### src/rtl/regwin_pkg.sv
package regwin_pkg;
  typedef enum logic [1:0] {
    SRC_NONE = 2'd0,
    SRC_PTR  = 2'd1,
    SRC_DATA = 2'd2
  } rdSrc_e;

  // strobes from control to datapath, valid for one clock
  typedef struct packed {
    logic   ptrWr;
    logic   regWr;
    logic   frmWr;
    logic   loLane;
    logic   hiLane;
    logic   narrow;
    logic   rdLoad;
    rdSrc_e rdSrc;
    logic   initDone;
  } winCtl_t;
endpackage

### src/rtl/regwin_ctrl.sv
module regwin_ctrl
  import regwin_pkg::*;
#(
  parameter int ADDR_W      = 10,
  parameter int BASE_ADDR   = 'h300,
  parameter int INIT_CYCLES = 40
) (
  input  logic              clk,
  input  logic              rstN,
  input  logic [ADDR_W-1:0] addr,
  input  logic              selN,
  input  logic              hiEnN,
  input  logic              rdN,
  input  logic              wrN,
  output winCtl_t           ctl
);
  localparam logic [ADDR_W-1:0] BASE_V = ADDR_W'(BASE_ADDR);
  localparam int CNT_W = $clog2(INIT_CYCLES + 1);
  localparam logic [CNT_W-1:0] CNT_LAST = CNT_W'(INIT_CYCLES - 1);

  logic rdPrev, wrPrev, hiPrev, hiSeen, mode16, initDone;
  logic [CNT_W-1:0] initCnt;
  logic hit, ptrHit, datHit, frmHit, rdFall, wrRise;

  always_ff @(posedge clk) begin
    if (!rstN) begin
      rdPrev   <= 1'b1;
      wrPrev   <= 1'b1;
      hiPrev   <= 1'b1;
      hiSeen   <= 1'b0;
      mode16   <= 1'b0;
      initCnt  <= '0;
      initDone <= 1'b0;
    end else begin
      rdPrev <= rdN;
      wrPrev <= wrN;
      hiPrev <= hiEnN;
      hiSeen <= 1'b1;
      if (hiSeen && (hiEnN != hiPrev)) mode16 <= 1'b1;
      if (!initDone) begin
        initCnt <= initCnt + 1'b1;
        if (initCnt == CNT_LAST) initDone <= 1'b1;
      end
    end
  end

  always_comb begin
    hit    = !selN && (addr[ADDR_W-1:4] == BASE_V[ADDR_W-1:4]);
    ptrHit = hit && (addr[3:1] == 3'b101);
    datHit = hit && (addr[3:1] == 3'b110);
    frmHit = hit && (addr[3:1] == 3'b100);
    rdFall = rdPrev && !rdN;
    wrRise = !wrPrev && wrN;

    ctl.ptrWr    = wrRise && ptrHit;
    ctl.regWr    = wrRise && datHit;
    ctl.frmWr    = wrRise && frmHit && mode16;
    ctl.loLane   = mode16 || !addr[0];
    ctl.hiLane   = mode16 || addr[0];
    ctl.narrow   = !mode16;
    ctl.rdLoad   = rdFall && hit;
    ctl.rdSrc    = ptrHit ? SRC_PTR : (datHit ? SRC_DATA : SRC_NONE);
    ctl.initDone = initDone;
  end

  AST_MODE_STICKY: assert property (@(posedge clk) disable iff (!rstN)
    mode16 |=> mode16);
  AST_NARROW_WHILE_STEADY: assert property (@(posedge clk) disable iff (!rstN)
    (!mode16 && hiSeen && (hiEnN == hiPrev)) |=> !mode16);
  AST_INIT_STICKY: assert property (@(posedge clk) disable iff (!rstN)
    initDone |=> initDone);
endmodule

### src/rtl/regwin_dpath.sv
module regwin_dpath
  import regwin_pkg::*;
#(
  parameter int SCR_WORDS   = 8,
  parameter int FRAME_BYTES = 16
) (
  input  logic        clk,
  input  logic        rstN,
  input  winCtl_t     ctl,
  input  logic [15:0] dIn,
  output logic [15:0] dOut
);
  localparam logic [15:0] ID_WORD  = 16'h630E;
  localparam logic [15:0] CFG_WORD = 16'h0003;
  localparam logic [15:0] ID_PTR   = 16'h0000;
  localparam logic [15:0] CFG_PTR  = 16'h0102;
  localparam logic [15:0] STAT_PTR = 16'h0136;
  localparam logic [15:0] SCR_BASE = 16'h0140;
  localparam logic [15:0] LEN_PTR  = 16'h0160;
  localparam logic [15:0] FRM_BASE = 16'h0A00;
  localparam int FRM_WORDS = FRAME_BYTES / 2;
  localparam logic BUSY_FLAG = 1'b0;

  logic [15:0] ptr, lenReg, frmIdx;
  logic [15:0] scr [SCR_WORDS];
  logic [7:0]  fb  [FRAME_BYTES];
  logic [15:0] wd, rawWord, gatedWord, srcWord;

  function automatic logic [15:0] mergeLanes(input logic [15:0] old, input logic [15:0] nw,
                                             input logic lo, input logic hi);
    return {hi ? nw[15:8] : old[15:8], lo ? nw[7:0] : old[7:0]};
  endfunction

  assign wd = ctl.narrow ? {dIn[7:0], dIn[7:0]} : dIn;

  always_ff @(posedge clk) begin
    if (!rstN) begin
      ptr    <= ID_PTR;
      lenReg <= '0;
      frmIdx <= '0;
      for (int i = 0; i < SCR_WORDS; i++) scr[i] <= '0;
      for (int b = 0; b < FRAME_BYTES; b++) fb[b] <= '0;
    end else begin
      if (ctl.ptrWr)
        ptr <= mergeLanes(ptr, wd, ctl.loLane, ctl.hiLane) & 16'hFFFE;
      if (ctl.regWr) begin
        if (ptr == LEN_PTR) begin
          lenReg <= mergeLanes(lenReg, wd, ctl.loLane, ctl.hiLane);
          frmIdx <= '0;
        end
        for (int i = 0; i < SCR_WORDS; i++)
          if (ptr == 16'(SCR_BASE + 2 * i))
            scr[i] <= mergeLanes(scr[i], wd, ctl.loLane, ctl.hiLane);
      end
      if (ctl.frmWr) begin
        for (int b = 0; b < FRAME_BYTES; b++) begin
          if ((16'(b) == frmIdx) && (frmIdx < lenReg)) fb[b] <= wd[15:8];
          if ((16'(b) == frmIdx + 16'd1) && ((frmIdx + 16'd1) < lenReg)) fb[b] <= wd[7:0];
        end
        if (frmIdx < 16'hFFFE) frmIdx <= frmIdx + 16'd2;
      end
    end
  end

  always_comb begin
    rawWord = '0;
    if (ptr == ID_PTR) rawWord = ID_WORD;
    if (ptr == CFG_PTR) rawWord = CFG_WORD;
    if (ptr == STAT_PTR) rawWord = {7'b0, BUSY_FLAG, ctl.initDone, 7'b0};
    if (ptr == LEN_PTR) rawWord = lenReg;
    for (int i = 0; i < SCR_WORDS; i++)
      if (ptr == 16'(SCR_BASE + 2 * i)) rawWord = scr[i];
    for (int k = 0; k < FRM_WORDS; k++)
      if (ptr == 16'(FRM_BASE + 2 * k)) rawWord = {fb[2*k+1], fb[2*k]};
    gatedWord = (!ctl.initDone && ptr != STAT_PTR) ? 16'h0000 : rawWord;
    case (ctl.rdSrc)
      SRC_PTR:  srcWord = ptr;
      SRC_DATA: srcWord = gatedWord;
      default:  srcWord = 16'h0000;
    endcase
  end

  always_ff @(posedge clk) begin
    if (!rstN) dOut <= '0;
    else if (ctl.rdLoad)
      dOut <= ctl.narrow ? {8'h00, (ctl.hiLane ? srcWord[15:8] : srcWord[7:0])} : srcWord;
  end

  AST_PTR_HOLD: assert property (@(posedge clk) disable iff (!rstN)
    !ctl.ptrWr |=> $stable(ptr));
  AST_DOUT_HOLD: assert property (@(posedge clk) disable iff (!rstN)
    !ctl.rdLoad |=> $stable(dOut));
  AST_NARROW_UPPER_ZERO: assert property (@(posedge clk) disable iff (!rstN)
    (ctl.rdLoad && ctl.narrow) |=> (dOut[15:8] == 8'h00));
  AST_PRE_INIT_ZERO: assert property (@(posedge clk) disable iff (!rstN)
    (ctl.rdLoad && !ctl.initDone && ctl.rdSrc == SRC_DATA && ptr != STAT_PTR) |=> (dOut == 16'h0000));
endmodule

### src/rtl/regwin_bus.sv
module regwin_bus
  import regwin_pkg::*;
#(
  parameter int ADDR_W      = 10,
  parameter int BASE_ADDR   = 'h300,
  parameter int INIT_CYCLES = 40,
  parameter int SCR_WORDS   = 8,
  parameter int FRAME_BYTES = 16
) (
  input  logic              clk,
  input  logic              rstN,
  input  logic [ADDR_W-1:0] addr,
  input  logic              selN,
  input  logic              hiEnN,
  input  logic              rdN,
  input  logic              wrN,
  input  logic [15:0]       dIn,
  output logic [15:0]       dOut
);
  winCtl_t ctl;

  regwin_ctrl #(
    .ADDR_W(ADDR_W), .BASE_ADDR(BASE_ADDR), .INIT_CYCLES(INIT_CYCLES)
  ) u_ctrl (
    .clk(clk), .rstN(rstN), .addr(addr), .selN(selN), .hiEnN(hiEnN),
    .rdN(rdN), .wrN(wrN), .ctl(ctl)
  );

  regwin_dpath #(
    .SCR_WORDS(SCR_WORDS), .FRAME_BYTES(FRAME_BYTES)
  ) u_dpath (
    .clk(clk), .rstN(rstN), .ctl(ctl), .dIn(dIn), .dOut(dOut)
  );
endmodule

### config.mk
export PLATFORM = sky130hd
export DESIGN_NAME = regwin_bus
export DESIGN_NICKNAME = d
export VERILOG_FILES = /design/src/rtl/regwin_pkg.sv /design/src/rtl/regwin_ctrl.sv /design/src/rtl/regwin_dpath.sv /design/src/rtl/regwin_bus.sv
export SDC_FILE = /design/constraint.sdc
export NUM_CORES = 1
export LEC_CHECK = 0
export BUFFER_PORTS_ARGS = -buffer_cell sky130_fd_sc_hd__buf_4
export CAP_MARGIN = 20
export CORE_ASPECT_RATIO = 1.4
export CORE_MARGIN = 4
export CORE_UTILIZATION = 53
export DETAILED_ROUTE_END_ITERATION = 8
export PLACE_DENSITY = 0.71
export SLEW_MARGIN = 30
export SYNTH_ARGS = -nofsm -noshare
export SYNTH_HDL_FRONTEND = slang
export SYNTH_SLANG_ARGS = --single-unit
export TNS_END_PERCENT = 20
### constraint.sdc
create_clock -name clk -period 5.7 [get_ports clk]
set_clock_uncertainty 0.1 [all_clocks]
set_input_delay 0.855 -clock clk [delete_from_list [all_inputs] [get_ports clk]]
set_output_delay 0.855 -clock clk [all_outputs]
set_load 0.005 [all_outputs]
==> impl_metrics.py, run 1 <==
metrics = {
    "clock_network": {
        "path_clk_slew_ns": 0.06,
        "clk_path_buf_depth": 3,
        "cts_resized": 0,
        "htreeDepth": 2,
        "cts-root-buf": "clkbuf_16",
        "cts_made_buffers": 34,
        "cts_hold_buf": 0,
        "clock_latency_ns": 0.54,
        "cts_tree": "built",
        "cts_setup_buffers": 0,
        "cts_sinks": 331,
    },
    "sta": {
        "hold_viol": 0,
        "worst_slew_pin_slew_ns": 1.10,
        "rsz0062_at_grt": "false",
        "setup_tns_ns": 0,
        "relSlewSlack_pct": 24.5,
        "finalCriticalPeriod_ns": 5.15,
        "setup_viol": 0,
        "fmax_ghz": 0.194,
        "post-route-period-util_pct": 90.4,
        "drv_slew": 0,
    },
    "worst_setup_path": {
        "cp-start-kind": "flop",
        "crit_chain": "ha_1, nand2_1, or3_4, nor2_1, xor2_1, ha_1, nand4_1, nor2_1, a211o_1, or4b_1, nor4_2, and3_1, nand3_1, nor2_1, or3_1",
        "arrival_ns": 5.25,
        "endpoint_kind": "flop",
        "path_class": "reg -> reg",
        "worst_path_max_delay_cell": "dfxtp_1",
        "crit_path_max_fanout": 14,
        "critPathRequiredTime_ns": 5.80,
        "cp_slowest_stage_delay_ns": 0.57,
        "crit_top_cell": "nor2_1",
    },
    "routing": {
        "drc": 0,
        "drt_iter0_markers": 2089,
        "drt-pass1-iter-count": 6,
        "ant_nets": 0,
        "via_count": 15600,
        "routedWlPerCell_um": 29.6,
        "routed_via_density": 6.82,
        "wl_mm": 67.7,
    },
    "logic_synthesis": {
        "async_reset_ff_share_pct": 0,
        "yosysTopAreaCell": "edfxtp_1",
        "synth_top_cells_by_area": "edfxtp_1 42%, dfxtp_1 8.3%, nor2_1 4.9%, nand2_1 3.2%, mux2i_1 2.9%",
        "synth_most_common_cell": "edfxtp_1",
        "yosys_warnings": 0,
        "yosys.cell_types.count": 90,
        "synth-edff-count": 256,
        "syn_nets": 1851,
        "syn_area_per_cell_um2": 10.2,
        "yosysSeqAreaShare_pct": 50.6,
        "yosys.area.top_type_share_pct": 42.3,
        "synthFlopType": "edfxtp_1",
        "netlist_area_um2": 18200,
        "netlist_instances": 1782,
        "ys_seq_elements": 331,
        "synth_commonest_cells": "256 x edfxtp_1, 238 x nor2_1, 154 x nand2_1",
    },
    "floorplanning": {
        "rows": 80,
        "die_h_um": 227,
        "io_pins": 48,
        "die_area_um2": 37300,
        "die_w_um": 164,
        "coreArea_um2": 33900,
        "start_util_pct": 53.5,
    },
    "job": {
        "cap_viol_max_count": 0,
    },
    "place": {
        "dpl.hpwl_mm": 48.9,
        "gp_congestion": 1.01,
        "port-buffer-count": 47,
        "place_inst": 2232,
    },
    "run_status": {
        "status": "completed",
    },
    "power_and_ir_drop": {
        "powerDensity_nw_per_um2": 264,
        "ir_worst_vdd_mv": 0.243,
        "leakage_nw": 7.65,
    },
    "finish": {
        "layout-drive-gt1-share_pct": 15.2,
        "syn_to_final_growth_pct": 11.7,
        "n_antenna_cell": 0,
        "final_cells": 2292,
        "layout.nets": 1886,
    },
    "global_routing": {
        "grt_max_degree": 59,
        "first_global_vias": 15000,
        "antenna_found_initial": 1,
        "gr-usage-all-layers_pct": 35.9,
        "grt_pass1_wl_mm": 98.6,
        "grt_overflow": 0,
    },
    "worst_hold_path": {
        "hold_class": "reg -> reg",
    },
}
## critical path, delay by kind of cell (launching register included)
kind / cells / cell delay [ns]
and+or+nand+nor: 11 / 3.13
DFF: 1 / 0.57
AOI/OAI and AO/OA: 1 / 0.28
xor gates and xnor gates: 1 / 0.17
adders and majority gates: 2 / 0.56
## where the power goes
part           total, mW  switching, mW  internal [mW]
Sequential          2.75         0.0503           2.70
Clock               2.31          0.966           1.34
Combinational      0.292          0.221         0.0709
Total               5.35           1.24           4.11
## flip-flops by register name, summed over array words and instances, names as in the netlist
register / count
u_dpath.ptr: 15
u_dpath.scr: 128
u_dpath.fb: 128
u_dpath.frmIdx: 16
u_ctrl.initDone: 1
u_ctrl.hiSeen: 1
u_ctrl.hiPrev: 1
u_ctrl.wrPrev: 1
u_ctrl.mode16: 1
u_dpath.dOut: 16
u_ctrl.rdPrev: 1
u_ctrl.initCnt: 6
u_dpath.lenReg: 16
## cell type report
class                           count  area [um^2]
Fill cell                        2848        13600
Sequential cell                   331         9190
Multi-Input combinational cell   1276         8260
Timing Repair Buffer              132          991
Clock buffer                       41          928
Tap cell                          451          564
Clock inverter                     19          199
Inverter                           42          158
## per-layer routing
| layer | up-vias | share of wire, % | track usage (%) |
|---|---|---|---|
| li1 | 6764 | - | - |
| met1 | 7532 | 36 | 45.4 |
| met2 | 1089 | 46 | 57.1 |
| met3 | 251 | 11 | 7.73 |
| met4 | 2 | 6.8 | 20.9 |
| met5 | - | 0.027 | 0 |
## path summary, 6_finish.rpt
path | end | slack [ns] | startpoint | cells past startpoint
setup reg to reg | u_dpath.fb[0][62] | 0.55 | u_dpath.frmIdx[2] | 15
hold / removal | u_dpath.dOut[14] | 0.35 | u_dpath.dOut[14] | 2
hold reg to reg | u_dpath.dOut[14] | 0.35 | u_dpath.dOut[14] | 2
setup / recovery | u_dpath.fb[0][62] | 0.55 | u_dpath.frmIdx[2] | 15
## kinds of logic (layout without fill, tap and decap cells)
group	count (synthesis)	after routing	synth area share, %
simple gates	734	734	20.9
compound gates	375	375	14.2
flops	331	331	50.6
buf+inv	175	234	4.18
mux	102	102	6.29
fa+ha+maj	37	37	2.55
xor+xnor	28	28	1.35
## placed cells by master, fill, tap and decap left out, drive strengths merged, types with 12 or more instances in the layout
master / n
nand3: 42
o221ai: 13
nor4: 25
a211oi: 25
a22oi: 27
a221oi: 17
and3: 74
nor2b: 12
clkbuf: 41
o31ai: 18
ha: 37
xor2: 16
or3: 20
a22o: 23
nor2: 242
a21oi: 57
buf: 132
o22ai: 20
xnor2: 12
dfxtp: 75
o211ai: 12
nand2b: 32
mux2: 50
nor3: 52
nand4: 29
nand2: 154
mux2i: 52
edfxtp: 256
inv: 44
o21ai: 93
## stage by stage
stage	util [%]	setup slack (ns)	hold WS (ns)	total power, mW	instance area [um^2]
after floorplan	-	1.29	0.333	2.90	18200
after global placement	56.4	0.727	0.343	3.07	19100
after detailed placement	56.4	0.635	0.345	3.07	19100
after CTS	59.7	0.602	0.351	5.34	20300
after global routing	59.8	0.230	0.383	5.45	20300
final	59.8	0.545	0.349	5.35	20300
Power figures use the tool's default switching activity.
==> run 2: changes to the inputs <==
--- a/config.mk
+++ b/config.mk
@@ -5,9 +5,8 @@
 export SDC_FILE = /design/constraint.sdc
 export NUM_CORES = 1
 export LEC_CHECK = 0
-export BUFFER_PORTS_ARGS = -buffer_cell sky130_fd_sc_hd__buf_4
+export BUFFER_PORTS_ARGS = -buffer_cell sky130_fd_sc_hd__buf_2
 export CAP_MARGIN = 20
-export CORE_ASPECT_RATIO = 1.4
 export CORE_MARGIN = 4
 export CORE_UTILIZATION = 53
 export DETAILED_ROUTE_END_ITERATION = 8
==> run 2 against run 1 <==
Effect of this change: combinational power increased by 2%; global-route usage increased by 0.94 points; die area decreased by 0.11%; clock-buffer cell count increased by 4; register-to-register slack got worse by 0.20 ns; worst setup slack got worse by 0.20 ns; critical path type unchanged; critical endpoint is now u_dpath.fb[1][0]; largest cell class unchanged; largest power group unchanged; highest routed layer unchanged.
==> impl_metrics.py, run 2 (synthesis results as in run 1) <==
metrics = {
    "run_status": {
        "status": "completed",
    },
    "clock_network": {
        "path_clk_slew_ns": 0.06,
        "cts_resized": 0,
        "cts_made_buffers": 37,
        "clock_latency_ns": 0.57,
        "htreeDepth": 2,
        "cts_hold_buf": 0,
        "cts_setup_buffers": 0,
        "cts-root-buf": "clkbuf_16",
        "cts_sinks": 331,
        "cts_tree": "built",
        "clk_path_buf_depth": 3,
    },
    "finish": {
        "layout-drive-gt1-share_pct": 15.7,
        "postLayoutCellArea_um2": 20300,
        "layout_commonest_cell": "edfxtp_1",
        "final_util_pct": 60.3,
        "nFillCells": 2870,
        "final_cell_mix": "256 x edfxtp_1, 236 x nor2_1, 154 x nand2_1",
        "syn_to_final_growth_pct": 11.8,
        "reg_top3": "u_dpath.fb: 128 flops, u_dpath.scr: 128 flops",
        "layout.nets": 1880,
    },
    "place": {
        "dpl_cell_area_um2": 19000,
        "gp_congestion": 1.03,
        "dpl.hpwl_mm": 49.6,
        "port-buffer-count": 47,
        "post-place-ws_ns": 0.533,
    },
    "sta": {
        "post-route-period-util_pct": 93.9,
        "fmax_ghz": 0.187,
        "hold_viol": 0,
        "setup_viol": 0,
        "relSlewSlack_pct": 29.7,
        "post-route-worst-setup-slack_ns": 0.346,
        "rsz0062_at_grt": "false",
        "finalCriticalPeriod_ns": 5.35,
        "worst_slew_pin_slew_ns": 1.03,
        "drv_slew": 0,
        "setup_tns_ns": 0,
    },
    "floorplanning": {
        "rows": 67,
        "coreArea_um2": 33700,
        "start_util_pct": 53.9,
        "die_w_um": 193,
        "die_area_um2": 37300,
        "die_h_um": 193,
        "io_pins": 48,
    },
    "power_and_ir_drop": {
        "net-switching-power_mw": 1.30,
        "p_clk_share_pct": 45.3,
        "powerDensity_nw_per_um2": 274,
        "switching_share_pct": 23.3,
        "intPower_mw": 4.26,
        "finalPower_mw": 5.56,
        "p_comb_share_pct": 5.3,
        "seq_power_share_pct": 49.4,
        "leakage_nw": 7.65,
        "ir_worst_vdd_mv": 0.438,
    },
    "worst_setup_path": {
        "cp-start-kind": "flop",
        "endpoint_kind": "flop",
        "crit_family": "simple AND/OR/NAND/NOR gates",
        "worst_path_max_delay_cell": "and3_1",
        "critPathBufInv": 0,
        "crit_path_max_fanout": 11,
        "crit_chain": "nand4_2, or3_4, nor2_1, xor2_1, ha_1, nand4_1, nor2_1, a211o_1, or4b_1, nor4_2, and3_1, and3_4, and4_4, or3_1",
        "r2r_slack_ns": 0.35,
        "arrival_ns": 5.47,
        "critPathRequiredTime_ns": 5.81,
        "path_class": "reg -> reg",
        "crit_top_cell": "nor2_1",
        "cp_slowest_stage_delay_ns": 0.66,
    },
    "worst_hold_path": {
        "hold_class": "reg -> reg",
    },
    "routing": {
        "routedWlPerCell_um": 30.3,
        "drt-pass1-iter-count": 8,
        "wl_mm": 69.2,
        "routed_via_density": 6.91,
        "drt_iter0_markers": 2717,
        "via_count": 15800,
        "drc": 0,
        "ant_nets": 0,
    },
    "global_routing": {
        "grt_overflow": 0,
        "antenna_found_initial": 5,
        "first_global_vias": 14900,
        "grt_pass1_wl_mm": 99.9,
        "grt_max_degree": 66,
        "gr-usage-all-layers_pct": 36.9,
    },
    "job": {
        "cap_viol_max_count": 0,
    },
}
## run 2: worst register-to-register path, delay by kind of cell, from the launching register on
kind                       cells  cell delay (ns)
AOI/OAI and AO/OA              1             0.28
and+or+nand+nor               11             3.63
xor gates and xnor gates       1             0.17
DFF                            1             0.56
adders and majority gates      1             0.26
## run 2: final timing paths
check | end | cells past startpoint | start
max | u_dpath.fb[1][0] | 14 | u_dpath.frmIdx[4]
min | u_dpath.dOut[9] | 2 | u_dpath.dOut[9]
max reg2reg | u_dpath.fb[1][0] | 14 | u_dpath.frmIdx[4]
min reg2reg | u_dpath.dOut[9] | 2 | u_dpath.dOut[9]
## run 2: cell type report
class / instances / area (um^2) / area share (%)
clock buffer: 45 / 977 / 4.81
multi-input combinational: 1276 / 8340 / 41.1
tap: 448 / 561 / 2.76
timing repair buffer: 123 / 803 / 3.96
inverter: 42 / 158 / 0.776
sequential: 331 / 9190 / 45.3
clock inverter: 21 / 269 / 1.32
antenna: 2 / 5.00 / 0.0246
## run 2: per-stage QoR
step | hold WS (ns) | std cells
global placement | 0.336 | 2219
CTS | 0.355 | 2285
floorplan | 0.333 | 1782
detailed placement | 0.352 | 2219
global route | 0.388 | 2286
finish | 0.355 | 2288
## run 2: power groups by stage
stage          logic [mW]  registers, mW  clock network [mW]
5_1_grt             0.305           2.75                2.62
6_report            0.297           2.75                2.52
4_1_cts             0.284           2.74                2.51
2_1_floorplan       0.136           2.76                   0
3_5_place_dp        0.283           2.79                   0
3_3_place_gp        0.279           2.79                   0
## run 2: routing by layer
metal  vias to the layer above  GRT usage (%)  part of all wire (%)
li1                       6757              -                     -
met1                      7592           50.0                    38
met2                      1221           54.6                    43
met3                       241           11.5                    14
met4                         6           16.5                   5.3
met5                         -              0                 0.061
